File: config.mk
export PLATFORM = sky130hd
export DESIGN_NAME = amo_unit
export DESIGN_NICKNAME = d
export VERILOG_FILES = /design/src/rtl/amo_pkg.sv /design/src/rtl/amo_align.sv /design/src/rtl/amo_alu.sv /design/src/rtl/amo_seq.sv /design/src/rtl/amo_unit.sv
export SDC_FILE = /design/constraint.sdc
export NUM_CORES = 1
export LEC_CHECK = 0
export BUFFER_PORTS_ARGS = -buffer_cell sky130_fd_sc_hd__buf_4
export CORE_MARGIN = 2
export CORE_UTILIZATION = 26
export DETAILED_ROUTE_END_ITERATION = 16
export GPL_TIMING_DRIVEN = 0
export SYNTH_ARGS = -nofsm -noshare
export SYNTH_HDL_FRONTEND = slang
export SYNTH_HIERARCHICAL = 1
export SYNTH_SLANG_ARGS = --single-unit
File: constraint.sdc
create_clock -name clk -period 12.9 [get_ports clk]
set_input_delay 1.935 -clock clk [delete_from_list [all_inputs] [get_ports clk]]
set_output_delay 1.935 -clock clk [all_outputs]
set_load 0.05 [all_outputs]
File: src/rtl/amo_pkg.sv
package amo_pkg;

  typedef enum logic [2:0] {
    ST_IDLE   = 3'd0,
    ST_READ   = 3'd1,
    ST_MODIFY = 3'd2,
    ST_WRITE  = 3'd3,
    ST_DONE   = 3'd4
  } amo_state_e;

  typedef enum logic [3:0] {
    OP_SWAP = 4'd0,
    OP_ADD  = 4'd1,
    OP_AND  = 4'd2,
    OP_OR   = 4'd3,
    OP_XOR  = 4'd4,
    OP_MAX  = 4'd5,
    OP_MIN  = 4'd6,
    OP_MAXU = 4'd7,
    OP_MINU = 4'd8
  } amo_op_e;

  // Signed and unsigned codes share a compare; this picks the signed flavour.
  function automatic logic op_is_signed(input logic [3:0] op);
    return (op == OP_MAX) || (op == OP_MIN);
  endfunction

endpackage

File: src/rtl/amo_align.sv
module amo_align #(
  parameter int AW   = 16,
  parameter int XLEN = 64
) (
  input  logic [AW-1:0] addr,
  input  logic          wide,
  output logic          misaligned
);
  localparam int BYTES  = XLEN / 8;
  localparam int OFF_W  = $clog2(BYTES);
  localparam int HOFF_W = OFF_W - 1;

  logic [OFF_W-1:0] off;
  logic             full_bad;
  logic             half_bad;

  assign off      = addr[OFF_W-1:0];
  assign full_bad = |off;
  assign half_bad = |off[HOFF_W-1:0];

  assign misaligned = wide ? full_bad : half_bad;
endmodule

File: src/rtl/amo_alu.sv
module amo_alu
  import amo_pkg::*;
#(
  parameter int XLEN = 64
) (
  input  logic [3:0]        op,
  input  logic              wide,
  input  logic              hsel,
  input  logic [XLEN-1:0]   old_word,
  input  logic [XLEN-1:0]   src,
  output logic [XLEN-1:0]   new_word,
  output logic [XLEN/8-1:0] be,
  output logic [XLEN-1:0]   ret
);
  localparam int HALF  = XLEN / 2;
  localparam int BYTES = XLEN / 8;
  localparam int HB    = BYTES / 2;

  // Operator on two XLEN-wide operands; a and b arrive already extended.
  function automatic logic [XLEN-1:0] combine(input logic [3:0] code,
                                              input logic [XLEN-1:0] a,
                                              input logic [XLEN-1:0] b);
    logic s_lt;
    logic u_lt;
    s_lt = $signed(a) < $signed(b);
    u_lt = a < b;
    case (code)
      OP_SWAP: return b;
      OP_ADD:  return a + b;
      OP_AND:  return a & b;
      OP_OR:   return a | b;
      OP_XOR:  return a ^ b;
      OP_MAX:  return s_lt ? b : a;
      OP_MIN:  return s_lt ? a : b;
      OP_MAXU: return u_lt ? b : a;
      OP_MINU: return u_lt ? a : b;
      default: return a;
    endcase
  endfunction

  function automatic logic [XLEN-1:0] extend_half(input logic [HALF-1:0] h,
                                                  input logic sgn);
    return {{HALF{sgn & h[HALF-1]}}, h};
  endfunction

  logic [HALF-1:0] old_half;
  logic [XLEN-1:0] a_ext;
  logic [XLEN-1:0] b_ext;
  logic [XLEN-1:0] result;
  logic            sgn;

  assign sgn      = op_is_signed(op);
  assign old_half = hsel ? old_word[XLEN-1:HALF] : old_word[HALF-1:0];

  always_comb begin
    if (wide) begin
      a_ext = old_word;
      b_ext = src;
    end else begin
      a_ext = extend_half(old_half, sgn);
      b_ext = extend_half(src[HALF-1:0], sgn);
    end
    result = combine(op, a_ext, b_ext);
  end

  always_comb begin
    if (wide) begin
      new_word = result;
      be       = '1;
      ret      = old_word;
    end else begin
      ret = extend_half(old_half, 1'b1);
      if (hsel) begin
        new_word = {result[HALF-1:0], old_word[HALF-1:0]};
        be       = {{HB{1'b1}}, {HB{1'b0}}};
      end else begin
        new_word = {old_word[XLEN-1:HALF], result[HALF-1:0]};
        be       = {{HB{1'b0}}, {HB{1'b1}}};
      end
    end
  end
endmodule

File: src/rtl/amo_seq.sv
module amo_seq
  import amo_pkg::*;
(
  input  logic       clk,
  input  logic       rst_n,
  input  logic       start,
  input  logic       fault,
  output amo_state_e state
);
  amo_state_e nxt;

  always_comb begin
    nxt = state;
    case (state)
      ST_IDLE:   if (start) nxt = fault ? ST_DONE : ST_READ;
      ST_READ:   nxt = ST_MODIFY;
      ST_MODIFY: nxt = ST_WRITE;
      ST_WRITE:  nxt = ST_DONE;
      ST_DONE:   nxt = ST_IDLE;
      default:   nxt = ST_IDLE;
    endcase
  end

  always_ff @(posedge clk or negedge rst_n) begin
    if (!rst_n) state <= ST_IDLE;
    else        state <= nxt;
  end
endmodule

File: src/rtl/amo_unit.sv
module amo_unit
  import amo_pkg::*;
#(
  parameter int XLEN = 64,
  parameter int AW   = 16,
  parameter int RIW  = 5
) (
  input  logic              clk,
  input  logic              rst_n,
  input  logic              req_valid,
  output logic              req_ready,
  input  logic [AW-1:0]     req_addr,
  input  logic [XLEN-1:0]   req_src,
  input  logic [RIW-1:0]    req_rd,
  input  logic [3:0]        req_op,
  input  logic              req_wide,
  input  logic              req_aq,
  input  logic              req_rl,
  output logic              mem_lock,
  output logic              mem_req,
  output logic              mem_we,
  output logic [AW-1:0]     mem_addr,
  output logic [XLEN/8-1:0] mem_be,
  output logic [XLEN-1:0]   mem_wdata,
  input  logic [XLEN-1:0]   mem_rdata,
  output logic              resp_done,
  output logic              resp_wb,
  output logic [RIW-1:0]    resp_rd,
  output logic [XLEN-1:0]   resp_data,
  output logic              resp_misaligned,
  output logic              resp_aq,
  output logic              resp_rl
);
  localparam int BYTES = XLEN / 8;
  localparam int OFF_W = $clog2(BYTES);
  localparam int IDX_W = AW - OFF_W;

  amo_state_e state;

  // Named internal events
  logic ev_accept;
  logic ev_fault;
  logic ev_capture;
  logic ev_write;
  logic misaligned;

  logic [IDX_W-1:0] idx_q;
  logic             hsel_q;
  logic [XLEN-1:0]  src_q;
  logic [RIW-1:0]   rd_q;
  logic [3:0]       op_q;
  logic             wide_q;
  logic             aq_q;
  logic             rl_q;
  logic             fault_q;
  logic [XLEN-1:0]  ret_q;
  logic [XLEN-1:0]  new_q;
  logic [BYTES-1:0] be_q;

  logic [XLEN-1:0]  alu_new;
  logic [BYTES-1:0] alu_be;
  logic [XLEN-1:0]  alu_ret;

  amo_align #(.AW(AW), .XLEN(XLEN)) u_align (
    .addr       (req_addr),
    .wide       (req_wide),
    .misaligned (misaligned)
  );

  amo_seq u_seq (
    .clk   (clk),
    .rst_n (rst_n),
    .start (ev_accept),
    .fault (misaligned),
    .state (state)
  );

  amo_alu #(.XLEN(XLEN)) u_alu (
    .op       (op_q),
    .wide     (wide_q),
    .hsel     (hsel_q),
    .old_word (mem_rdata),
    .src      (src_q),
    .new_word (alu_new),
    .be       (alu_be),
    .ret      (alu_ret)
  );

  assign req_ready  = (state == ST_IDLE);
  assign ev_accept  = req_valid && req_ready;
  assign ev_fault   = ev_accept && misaligned;
  assign ev_capture = (state == ST_MODIFY);
  assign ev_write   = (state == ST_WRITE);

  always_ff @(posedge clk or negedge rst_n) begin
    if (!rst_n) begin
      idx_q   <= '0;
      hsel_q  <= 1'b0;
      src_q   <= '0;
      rd_q    <= '0;
      op_q    <= '0;
      wide_q  <= 1'b0;
      aq_q    <= 1'b0;
      rl_q    <= 1'b0;
      fault_q <= 1'b0;
    end else if (ev_accept) begin
      idx_q   <= req_addr[AW-1:OFF_W];
      hsel_q  <= req_addr[OFF_W-1];
      src_q   <= req_src;
      rd_q    <= req_rd;
      op_q    <= req_op;
      wide_q  <= req_wide;
      aq_q    <= req_aq;
      rl_q    <= req_rl;
      fault_q <= misaligned;
    end
  end

  always_ff @(posedge clk or negedge rst_n) begin
    if (!rst_n) begin
      ret_q <= '0;
      new_q <= '0;
      be_q  <= '0;
    end else if (ev_capture) begin
      ret_q <= alu_ret;
      new_q <= alu_new;
      be_q  <= alu_be;
    end
  end

  assign mem_lock  = (state == ST_READ) || ev_capture || ev_write;
  assign mem_req   = (state == ST_READ) || ev_write;
  assign mem_we    = ev_write;
  assign mem_addr  = {idx_q, {OFF_W{1'b0}}};
  assign mem_be    = ev_write ? be_q : '0;
  assign mem_wdata = new_q;

  assign resp_done       = (state == ST_DONE);
  assign resp_misaligned = resp_done && fault_q;
  assign resp_wb         = resp_done && !fault_q && (rd_q != '0);
  assign resp_data       = resp_wb ? ret_q : '0;
  assign resp_rd         = rd_q;
  assign resp_aq         = aq_q;
  assign resp_rl         = rl_q;
endmodule

# After elaboration in Yosys (flattened, before gate mapping)
# Index checks and enable logic that the tools add are counted.
[word_totals]
wordCells = 67
register_bits = 230
inputBits = 159
output_inout_bits = 166
[op_classes]
muxes = 19
magnitude_cmp = 2
reduce_logical = 14
addsub = 1
n_eq_ne = 13
bitwise = 5
[ops]
columns = ["op", "count"]
rows = [
  ["$mux 64", 10],
  ["$pmux 64 s9", 1],
  ["$lt 64x64->1", 2],
  ["$add 64x64->64", 1],
  ["$and 64x64->64", 1],
  ["$or 64x64->64", 1],
  ["$xor 64x64->64", 1],
  ["$mux 32", 1],
  ["$mux 8", 3],
  ["$eq 4x3->1 const B", 4],
  ["$pmux 3 s4", 1],
  ["$eq 4x2->1 const B", 2],
  ["$eq 3x2->1 const B", 2],
  ["$mux 3", 2],
  ["$reduce_bool 5->1", 1],
  ["$eq 4x1->1 const B", 1],
  ["$eq 4x4->1 const B", 1],
  ["$logic_and 1x1->1", 4],
  ["$logic_not 4->1", 1],
  ["$logic_or 1x1->1", 4],
  ["$eq 3x1->1 const B", 1],
  ["$eq 3x3->1 const B", 1],
  ["$logic_not 3->1", 1],
  ["$reduce_or 3->1", 1],
  ["5 further kinds", 6],
]

# Depth between registers and ports, before layout
# Gate-level depths: netlist of run 1.
[logic_depth]
ltp_word = 9
mapped_depth = 27
ltp_nobuf = 21

# Hierarchy
# The synthesis of run 1 kept the hierarchy.
[modules_own_cells]
columns = ["module", "seq_area_each_um2", "cells_each", "n_inst", "area_per_inst_um2"]
rows = [
  ["amo_alu", 0.0, 1807, 1, 11300.8],
  ["amo_unit", 5680.4, 654, 1, 9649.3],
  ["amo_seq", 75.1, 11, 1, 125.1],
  ["amo_align", 0.0, 1, 1, 8.8],
]

# Worst setup path before layout of run 1
# No wires, ideal clock.
[synth_timing]
path_kind = "input port to flip-flop"
start = "input mem_rdata[63]"
end = "register new_q[44] (netlist: mem_wdata[44])"
path_buffers = 3
path_stages = 21
setup_ps = 125
t_required_ps = 12775
setup_slack_ps = 6846
arrival_ps = 5929
cell_sequence = "mux2i_1 > nor2_1 > nand2_1 > clkbuf_1 > nand2_1 > ha_1 > buf_2 > inv_2 > a21oi_1 > nor3_1 > o31a_1 > nor3_1 > o221ai_2 > nor2_4 > o211ai_2 > or2_1 > buf_6 > a221o_1 > a311o_1 > o311a_1 > mux2_2"
[synth_via]
elab_chain_cells = 8
elab_cells_between_ends = 16
cone_classes = "add/sub (1); order compare (2); mux (9); bitwise (4)"
[synth_rtl]
columns = ["item", "line_no", "rtl"]
rows = [
  ["start: declaration", "amo_unit.sv:25", "input logic [XLEN-1:0] mem_rdata,"],
  ["$mux 32", "amo_alu.sv:53", "assign old_half = hsel ? old_word[XLEN-1:HALF] : old_word[HALF-1:0];"],
  ["$and 1x1->1", "amo_alu.sv:43", "return {{HALF{sgn & h[HALF-1]}}, h};"],
  ["$mux 64 (*)", "amo_alu.sv:56", "if (wide) begin"],
  ["$lt 64x64->1 (on tied branches)", "amo_alu.sv:26, amo_alu.sv:25", ""],
  ["$mux 64 (on tied branches)", "n/a", ""],
  ["$pmux 64 s9 (*)", "amo_alu.sv:27", "case (code)"],
  ["$mux 64", "amo_alu.sv:73", "if (hsel) begin"],
  ["$mux 64 (*)", "amo_alu.sv:67", "if (wide) begin"],
  ["net alu_new[44]", "amo_unit.sv:60", "logic [XLEN-1:0] alu_new;"],
  ["end signal: assignment", "amo_unit.sv:126", "new_q <= alu_new;"],
  ["end: declaration", "amo_unit.sv:57", "logic [XLEN-1:0] new_q;"],
]
# Mark *: on every way through the listed nets, which the timed path passes. The rest lies on a longest branch.
# A chain may end at the register's enable or synchronous reset.

# Worst setup path after layout of run 1
[layout_timing]
start = "register op_q[2]"
end = "register new_q[43] (netlist: mem_wdata[43])"
[layout_via]
elab_chain_cells = 9
elab_cells_between_ends = 27
cone_classes = "add/sub (1); order compare (2); eq/ne (8); mux (9); bitwise (5); reduce/logical (2)"
[layout_rtl]
columns = ["item", "line_no", "rtl"]
rows = [
  ["start: declaration", "amo_unit.sv:51", "logic [3:0] op_q;"],
  ["start signal: assignment", "amo_unit.sv:111", "op_q <= req_op;"],
  ["$eq 4x3->1", "amo_pkg.sv:25, amo_alu.sv:27", ""],
  ["$logic_or 1x1->1", "amo_pkg.sv:25", "return (op == OP_MAX) || (op == OP_MIN);"],
  ["$and 1x1->1", "amo_alu.sv:43", ""],
  ["$mux 64", "amo_alu.sv:56", ""],
  ["$lt 64x64->1 (on tied branches)", "amo_alu.sv:26, amo_alu.sv:25", ""],
  ["$mux 64 (on tied branches)", "n/a", ""],
  ["$pmux 64 s9 (*)", "amo_alu.sv:27", ""],
  ["$mux 64", "amo_alu.sv:73", ""],
  ["$mux 64 (*)", "amo_alu.sv:67", ""],
  ["net alu_new[43]", "amo_unit.sv:60", ""],
]
# Marked as above.

==> impl_metrics.ini, run 1 <==
[synthesis]
ys_ff_latch = 230
synth_flop_cell = dfrtp_1
synth-adder-area-share_pct = 11.5
yosysUniqueCellTypes = 88
synth_cells = 2473
synth-compound-area-share_pct = 25.9
synth_edf_count = 0
syn_avg_cell_area_um2 = 8.53
ys_seq_area_share_pct = 27.3
synthSimpleGateAreaFrac_pct = 11.5
synth_area_um2 = 21100
synth.largest_area_cell = dfrtp_1
synth_top_area_share_pct = 27.3
synth_xor_area_share_pct = 1.70
synth_top_family_by_area = compound AO/OA/AOI/OAI gates
synth_mux_area_share_pct = 13.3
synth_async_sr_flop_share_pct = 100
ys_top_cells_by_area = dfrtp_1 (27%), mux2_2 (12%), ha_1 (11%)
ys_warn_count = 6

[clock_network]
clock_latency_ns = 0.61
cts-buffers-inserted = 29
clock-sinks = 230
holdBufCountCts = 0
cts_resized = 0
cts_tree = done
cts_root_buf = clkbuf_16
post_cts.repair.setup_buffers = 0
path_clk_slew_ns = 0.06
clock_path_buffers = 3
htreeDepth = 1

[status]
violations = capacitance limit, slew limit
outcome = complete, but fails checks

[layout]
stdcell_count = 3914
final_cell_mix = buf_4 (343), inv_1 (243), dfrtp_1 (230), mux2_2 (228), nand2_1 (220)
drive_above_1_share_pct = 25.9
area_delta_synth_final_pct = 22.9
fillers = 8595
multi_input_area_um2 = 13500
fin_nets = 3184
antennaDiodeCount = 0
final_common_cell = buf_4
regArea_um2 = 5760

[setup_path]
crit_fanout = 10
regToRegEndpoint = mem_wdata[43]
r2r_slack_ns = 2.88
reg2reg_depth = 22
start_kind = register
critPathKind = register to register
end_kind = register
crit_arrival_ns = 10.48
r2r-start = op_q[2]
crit_required_ns = 13.36

[placement]
dp_hpwl_um = 90600
dp.cells = 3860
port_buffers = 321
routabilityCongestion = 1.06

[route]
wl_met2_um = 50200
vias_per_cell = 5.60
first_pass_iters = 6
met1_length_um = 45500
routed.top_layer = met5
totalWireLength_um = 113000
drc = 0
vias = 21900
drtIter0Drc = 2524
dr_wl_met3_um = 11500
wl_per_cell_um = 28.8
ant_nets = 0

[grt]
overflow = 0
grt_pass1_vias = 20800
antenna_found_initial = 5
grt_first_pass_wirelength_um = 155000
grt_use_total_pct = 26.0
grt_max_degree = 119

[timing]
max_freq_ghz = 0.0998
rsz0062_at_grt = no
hold_viol = 0
fin_skew_ns = 0.0307
setup_viol = 0
worstMarginPinSlew_ns = 1.50
slew_headroom_pct = -0.106
period_minus_slack_ns = 10.02
slew_violations = 10
setup_tns_ns = 0
fin_crit_sh_pct = 77.6

[floorplan]
rows = 104
dieArea_um2 = 83400
die_w_um = 289
die_h_um = 289
ios = 325
core_area_um2 = 80400
initial_core_util_pct = 26.2

[worst_hold_path]
min_path_type = register to register
whs_endpoint = be_q[0]
min_from = be_q[0]
whs_path_depth = 1

[job]
maxCapViolCount = 1
## metrics by stage
step	cell area [um2]	utilization (%)	hold WS [ns]	setup slack, ns
finish	25900	32.2	0.496	2.88
global route	25900	32.2	0.509	2.73
floorplan	21100	-	0.472	6.85
detailed placement	24900	31.0	0.487	3.41
global placement	24800	30.9	0.484	3.36
CTS	25900	32.2	0.501	3.34
## area by class of cell
type                    count  area share (%)
repair buffers            326            9.65
flip-flops and latches    230            22.2
clock inverters            17           0.772
plain buffers             200            3.63
well taps                1060            5.12
inverters                 247            3.59
clock buffers              36            3.02
multi-input cells        1798            52.0
## worst max-delay path: stages, from the launching register on
cell and delay [ns]:
dfrtp_1 0.35, clkbuf_1 0.41, nand2b_1 0.24, a21oi_1 0.54
inv_1 0.19, o21ai_0 0.84, clkbuf_1 0.53, clkbuf_1 0.49
o21ai_0 0.49, inv_1 0.15, ha_1 0.23, buf_2 0.18
nor4_1 0.70, nand4_1 0.36, o221ai_2 0.68, nor2_4 0.19
and3_1 0.24, nor2_1 0.65, clkbuf_1 0.86, o2111ai_1 0.23
a32oi_1 0.68, o22ai_1 0.28, mux2_2 0.32
## cell usage after synthesis (34+ instances only)
library cell,n
nand2_1,220
o21ai_0,168
a21oi_1,196
o21a_1,35
a211oi_2,50
dfrtp_1,230
nor3_1,34
mux2_2,228
buf_2,34
nor2_1,127
clkbuf_1,124
a221oi_1,60
inv_1,243
ha_1,192
## worst max path at each step
stage | endpoint | depth (start not counted) | start
2_1_floorplan | mem_wdata[44] | 21 | mem_rdata[63]
3_3_place_gp | mem_wdata[43] | 23 | op_q[0]
3_5_place_dp | mem_wdata[43] | 22 | op_q[2]
4_1_cts | mem_wdata[43] | 22 | op_q[2]
5_1_grt | mem_wdata[43] | 22 | op_q[2]
6_report | mem_wdata[43] | 22 | op_q[2]
## logic make-up (layout without fill, tap and decap cells)
logic type	count (synthesis)	after routing
AOI/OAI and AO/OA	781	781
xor gates and xnor gates	41	41
adders and majority gates	193	193
buffers and inverters	447	826
DFF	230	230
muxes	251	251
other	1	3
and+or+nand+nor	529	529
## flip-flops by register name (all words and copies together) (netlist names)
register     count
mem_wdata       64
ret_q           64
src_q           64
idx_q           13
be_q             8
resp_rd          5
op_q             4
u_seq/state      3
fault_q          1
hsel_q           1
resp_aq          1
resp_rl          1
wide_q           1
## routing by layer
metal,vias up,track usage [%]
li1,9574,-
met1,10700,33.7
met2,1336,41.3
met3,259,6.42
met4,2,10.8
met5,-,0
Power of run 1 is left out: the tool's default activity adds up to more than one toggle a clock period on the data nets, which glitch-free logic cannot reach.
==> run 2, diff against run 1 <==
==> constraint.sdc (replaced) <==
create_clock -name clk -period 10.1 [get_ports clk]
set_input_delay 1.515 -clock clk [delete_from_list [all_inputs] [get_ports clk]]
set_output_delay 1.515 -clock clk [all_outputs]
set_load 0.05 [all_outputs]
==> impl_metrics.ini, run 2 (synthesized netlist as in run 1, its figures left out) <==
[setup_path]
crit_chain = clkbuf_1, nor2b_1, clkbuf_1, buf_1, clkbuf_1, buf_1, mux2i_1, ha_1, o21bai_1, a221o_1, nand2_1, a21oi_1, o21ai_0, a31oi_4, nor2_4, o211ai_1, nor2_1, clkbuf_1, o2111ai_1, a32oi_1, o22ai_1, mux2_2
slowest_delay_ns = 0.85
crit_path_frequent_cell = clkbuf_1
crit_arrival_ns = 10.23
end_kind = register
crit_required_ns = 10.56
cp_slowest_cell = clkbuf_1
crit_fanout = 10
critPathKind = register to register
crit_buf_inv = 6
start_kind = register
path_delay_family = buffers and inverters

[route]
wl_per_cell_um = 28.8
routed.top_layer = met5
met1_length_um = 45500
dr_wl_met3_um = 11400
totalWireLength_um = 113000
first_pass_iters = 6
ant_nets = 0
drc = 0
wl_met2_um = 50200
vias = 21900
drtIter0Drc = 2523
vias_per_cell = 5.60

[floorplan]
core_area_um2 = 80400
die_h_um = 289
dieArea_um2 = 83400
die_w_um = 289
rows = 104
initial_core_util_pct = 26.2
ios = 325

[layout]
antennaDiodeCount = 0
fin_nets = 3184
final_cell_mix = buf_4 (343), inv_1 (243), dfrtp_1 (230), mux2_2 (228), nand2_1 (220)
fillers = 8595
drive_above_1_share_pct = 25.9
area_delta_synth_final_pct = 22.9
final_common_cell = buf_4

[clock_network]
cts_root_buf = clkbuf_16
cts-buffers-inserted = 29
clock_latency_ns = 0.61
post_cts.repair.setup_buffers = 0
clock-sinks = 230
clock_path_buffers = 3
cts_resized = 0
cts_tree = done
path_clk_slew_ns = 0.06
holdBufCountCts = 0
htreeDepth = 1

[timing]
fin_skew_ns = 0.0298
slew_violations = 10
hold_viol = 0
setup_tns_ns = 0
max_freq_ghz = 0.102
period_minus_slack_ns = 9.76
setup_viol = 0
worstMarginPinSlew_ns = 1.50
slew_headroom_pct = -0.0158
rsz0062_at_grt = no
fin_crit_sh_pct = 96.7

[grt]
grt_max_degree = 119
overflow = 0
grt_pass1_vias = 20800
grt_first_pass_wirelength_um = 155000
antenna_found_initial = 5
grt_use_total_pct = 26.0

[worst_hold_path]
min_path_type = register to register

[job]
maxCapViolCount = 2

[placement]
dp_hpwl_um = 90600
port_buffers = 321
routabilityCongestion = 1.06

[status]
violations = capacitance limit, slew limit
outcome = complete, but fails checks
## run 2: cell types whose count changed in the layout (fill, tap and decap cells not counted)
cell / before / now
o21ai_0: 168 / 167
o21ai_1: 1 / 2
## run 2: stage by stage
| step | area, um2 | util (%) | hold WS, ns | instances | setup WS [ns] |
|---|---|---|---|---|---|
| after floorplan | 21100 | - | 0.472 | 2475 | 4.40 |
| after global placement | 24800 | 30.9 | 0.484 | 3856 | 0.555 |
| after detailed placement | 24900 | 31.0 | 0.487 | 3860 | 0.606 |
| after CTS | 25900 | 32.2 | 0.501 | 3913 | 0.544 |
| after global routing | 25900 | 32.2 | 0.509 | 3914 | 0.233 |
| final | 25900 | 32.2 | 0.496 | 3914 | 0.335 |
## run 2: final timing paths
check	startpoint	endpoint	slack, ns	cells after the start
setup / recovery	wide_q	mem_wdata[43]	0.34	22
hold / removal	be_q[0]	be_q[0]	0.50	1
setup reg to reg	wide_q	mem_wdata[43]	0.34	22
hold reg to reg	be_q[0]	be_q[0]	0.50	1
max in group asynchronous	rst_n	ret_q[23]	8.33	2
min in group asynchronous	rst_n	src_q[41]	0.82	1
## run 2: layout make-up
type / instances / area (um2) / area share (%)
inverters: 247 / 930 / 3.59
plain buffers: 200 / 940 / 3.63
repair buffers: 326 / 2500 / 9.65
clock buffers: 36 / 782 / 3.02
flip-flops and latches: 230 / 5760 / 22.2
well taps: 1060 / 1330 / 5.12
multi-input cells: 1798 / 13500 / 52.0
clock inverters: 17 / 200 / 0.772
## run 2: layer usage
metal	vias up	global-route usage, %
li1	9572	-
met1	10800	33.7
met2	1313	41.3
met3	261	6.42
met4	2	10.8
met5	-	0
## run 2: worst reg2reg max path, delay by kind of cell (launching register included)
family | cells | cell delay (ns)
buffers and inverters | 6 | 3.61
AOI/OAI and AO/OA | 9 | 2.93
and+or+nand+nor | 4 | 1.33
muxes | 2 | 1.09
DFF | 1 | 0.41
adders and majority gates | 1 | 0.28
Power of run 2 is left out for the same reason.
==> run 3, diff against run 2 <==
--- a/config.mk
+++ b/config.mk
@@ -5,11 +5,13 @@
 export SDC_FILE = /design/constraint.sdc
 export NUM_CORES = 1
 export LEC_CHECK = 0
+export ABC_AREA = 1
 export BUFFER_PORTS_ARGS = -buffer_cell sky130_fd_sc_hd__buf_4
 export CORE_MARGIN = 2
 export CORE_UTILIZATION = 26
 export DETAILED_ROUTE_END_ITERATION = 16
 export GPL_TIMING_DRIVEN = 0
+export SLEW_MARGIN = 30
 export SYNTH_ARGS = -nofsm -noshare
 export SYNTH_HDL_FRONTEND = slang
 export SYNTH_HIERARCHICAL = 1
==> impl_metrics.ini, run 3 <==
[status]
outcome = completed

[floorplan]
die_w_um = 309
dieArea_um2 = 95500
initial_core_util_pct = 26.3
core_area_um2 = 91900
rows = 111
die_h_um = 309
ios = 325

[synthesis]
ys_seq_area_share_pct = 23.8
synth_async_sr_flop_share_pct = 100
ys_top_cells_by_count = nand2_1 (1203), inv_1 (545), nor2_1 (461)
syn_avg_cell_area_um2 = 5.95
yosysUniqueCellTypes = 53
ys_ff_latch = 230
synth_edf_count = 0
synth_area_um2 = 24200
synth.largest_area_cell = dfrtp_1
ys_top_cells_by_area = dfrtp_1 (24%), nand2_1 (19%), ha_1 (9.9%)
synth_cells = 4062
synth_top_area_share_pct = 23.8
synth.most_common_cell = nand2_1
ys_warn_count = 6
synth_flop_cell = dfrtp_1

[clock_network]
htreeDepth = 1
cts_resized = 0
clock_latency_ns = 0.61
clock_path_buffers = 3
cts-buffers-inserted = 28
cts_tree = done
holdBufCountCts = 0
clock-sinks = 230
path_clk_slew_ns = 0.06
cts_root_buf = clkbuf_16
post_cts.repair.setup_buffers = 0

[timing]
fin_skew_ns = 0.0276
worstMarginPinSlew_ns = 1.20
setup_viol = 0
fin_crit_sh_pct = 79.6
rsz0062_at_grt = no
period_minus_slack_ns = 8.04
hold_viol = 0
slew_violations = 0
setup_tns_ns = 0
max_freq_ghz = 0.124
slew_headroom_pct = 19.9

[grt]
grt_first_pass_wirelength_um = 207000
grt_pass1_vias = 28200
grt_use_total_pct = 30.4
overflow = 0
antenna_found_initial = 10
grt_max_degree = 80

[setup_path]
start_kind = input port
regToRegEndpoint = mem_wdata[45]
crit_path_frequent_cell = nand2_1
crit_required_ns = 10.54
path_delay_family = simple AND/OR/NAND/NOR gates
crit_arrival_ns = 8.49
crit_buf_inv = 8
end_kind = register
critPathKind = input port to register
r2r-start = wide_q
reg2reg_depth = 25
worstSetupPathDepth = 29
cp_slowest_cell = clkbuf_1
r2r_slack_ns = 2.12
crit_fanout = 10
slowest_delay_ns = 0.67

[worst_hold_path]
whs_path_depth = 2
min_from = src_q[34]
whs_endpoint = src_q[34]
min_path_type = register to register

[placement]
dp.cells = 5631
port_buffers = 321
dp_hpwl_um = 124000
routabilityCongestion = 1.09

[route]
drtIter0Drc = 4009
vias_per_cell = 5.30
totalWireLength_um = 150000
drc = 0
wl_per_cell_um = 26.4
first_pass_iters = 6
vias = 30100
ant_nets = 0

[layout]
final_cell_mix = nand2_1 (1203), inv_1 (545), nor2_1 (459), nand3_1 (363), buf_4 (342)
multi_input_area_um2 = 15300
stdcell_count = 5684
final_common_cell = nand2_1
area_delta_synth_final_pct = 20.9
regArea_um2 = 5760
fillers = 10600
fin_nets = 4770
drive_above_1_share_pct = 13.1

[job]
maxCapViolCount = 0
run 3: cell type report:
class	instances	area share [%]
Buffer	186	3.40
Antenna cell	3	0.0257
Sequential cell	230	19.7
Multi-Input combinational cell	3074	52.4
Clock buffer	30	2.49
Clock inverter	20	0.727
Tap cell	1243	5.32
Timing Repair Buffer	324	8.55
Inverter	574	7.37
run 3: how the worst max path moves through the flow:
stage                  startpoint       endpoint  slack [ns]
floorplan           mem_rdata[63]  mem_wdata[40]        5.37
global placement    mem_rdata[63]  mem_wdata[47]        1.70
detailed placement  mem_rdata[63]  mem_wdata[47]        1.76
CTS                 mem_rdata[63]  mem_wdata[47]        2.37
global route        mem_rdata[63]  mem_wdata[45]        2.24
finish              mem_rdata[63]  mem_wdata[45]        2.06
run 3: cells by family (layout without fill, tap and decap cells):
group / Yosys count / count (layout) / synth area share [%]
adders and majority gates: 193 / 193 / 10.0
DFF: 230 / 230 / 23.8
buffers and inverters: 760 / 1134 / 12.9
other: 1 / 6 / 0.0155
xor gates and xnor gates: 2 / 2 / 0.0724
AOI/OAI and AO/OA: 721 / 721 / 16.3
muxes: 1 / 1 / 0.0414
and+or+nand+nor: 2154 / 2154 / 36.8
run 3: layer usage:
metal,wire [um],GRT usage (%)
met5,21,0
met2,60500,43.6
met1,64700,42.7
met3,16900,7.47
met4,7660,13.4
run 3: tightest hold or removal path: stages (launching register included):
cell and delay [ns]:
dfrtp_1 0.34, nand2_1 0.05, nand2_1 0.05
run 3: metrics by stage:
stage / hold WS [ns] / util [%] / worst slack, ns / cell area (um2)
final: 0.479 / 31.8 / 2.06 / 29300
after global routing: 0.505 / 31.8 / 2.24 / 29200
after CTS: 0.485 / 31.8 / 2.37 / 29200
after detailed placement: 0.468 / 30.8 / 1.76 / 28300
after global placement: 0.462 / 30.6 / 1.70 / 28200
after floorplan: 0.444 / - / 5.37 / 24200
Power of run 3 is left out for the same reason.
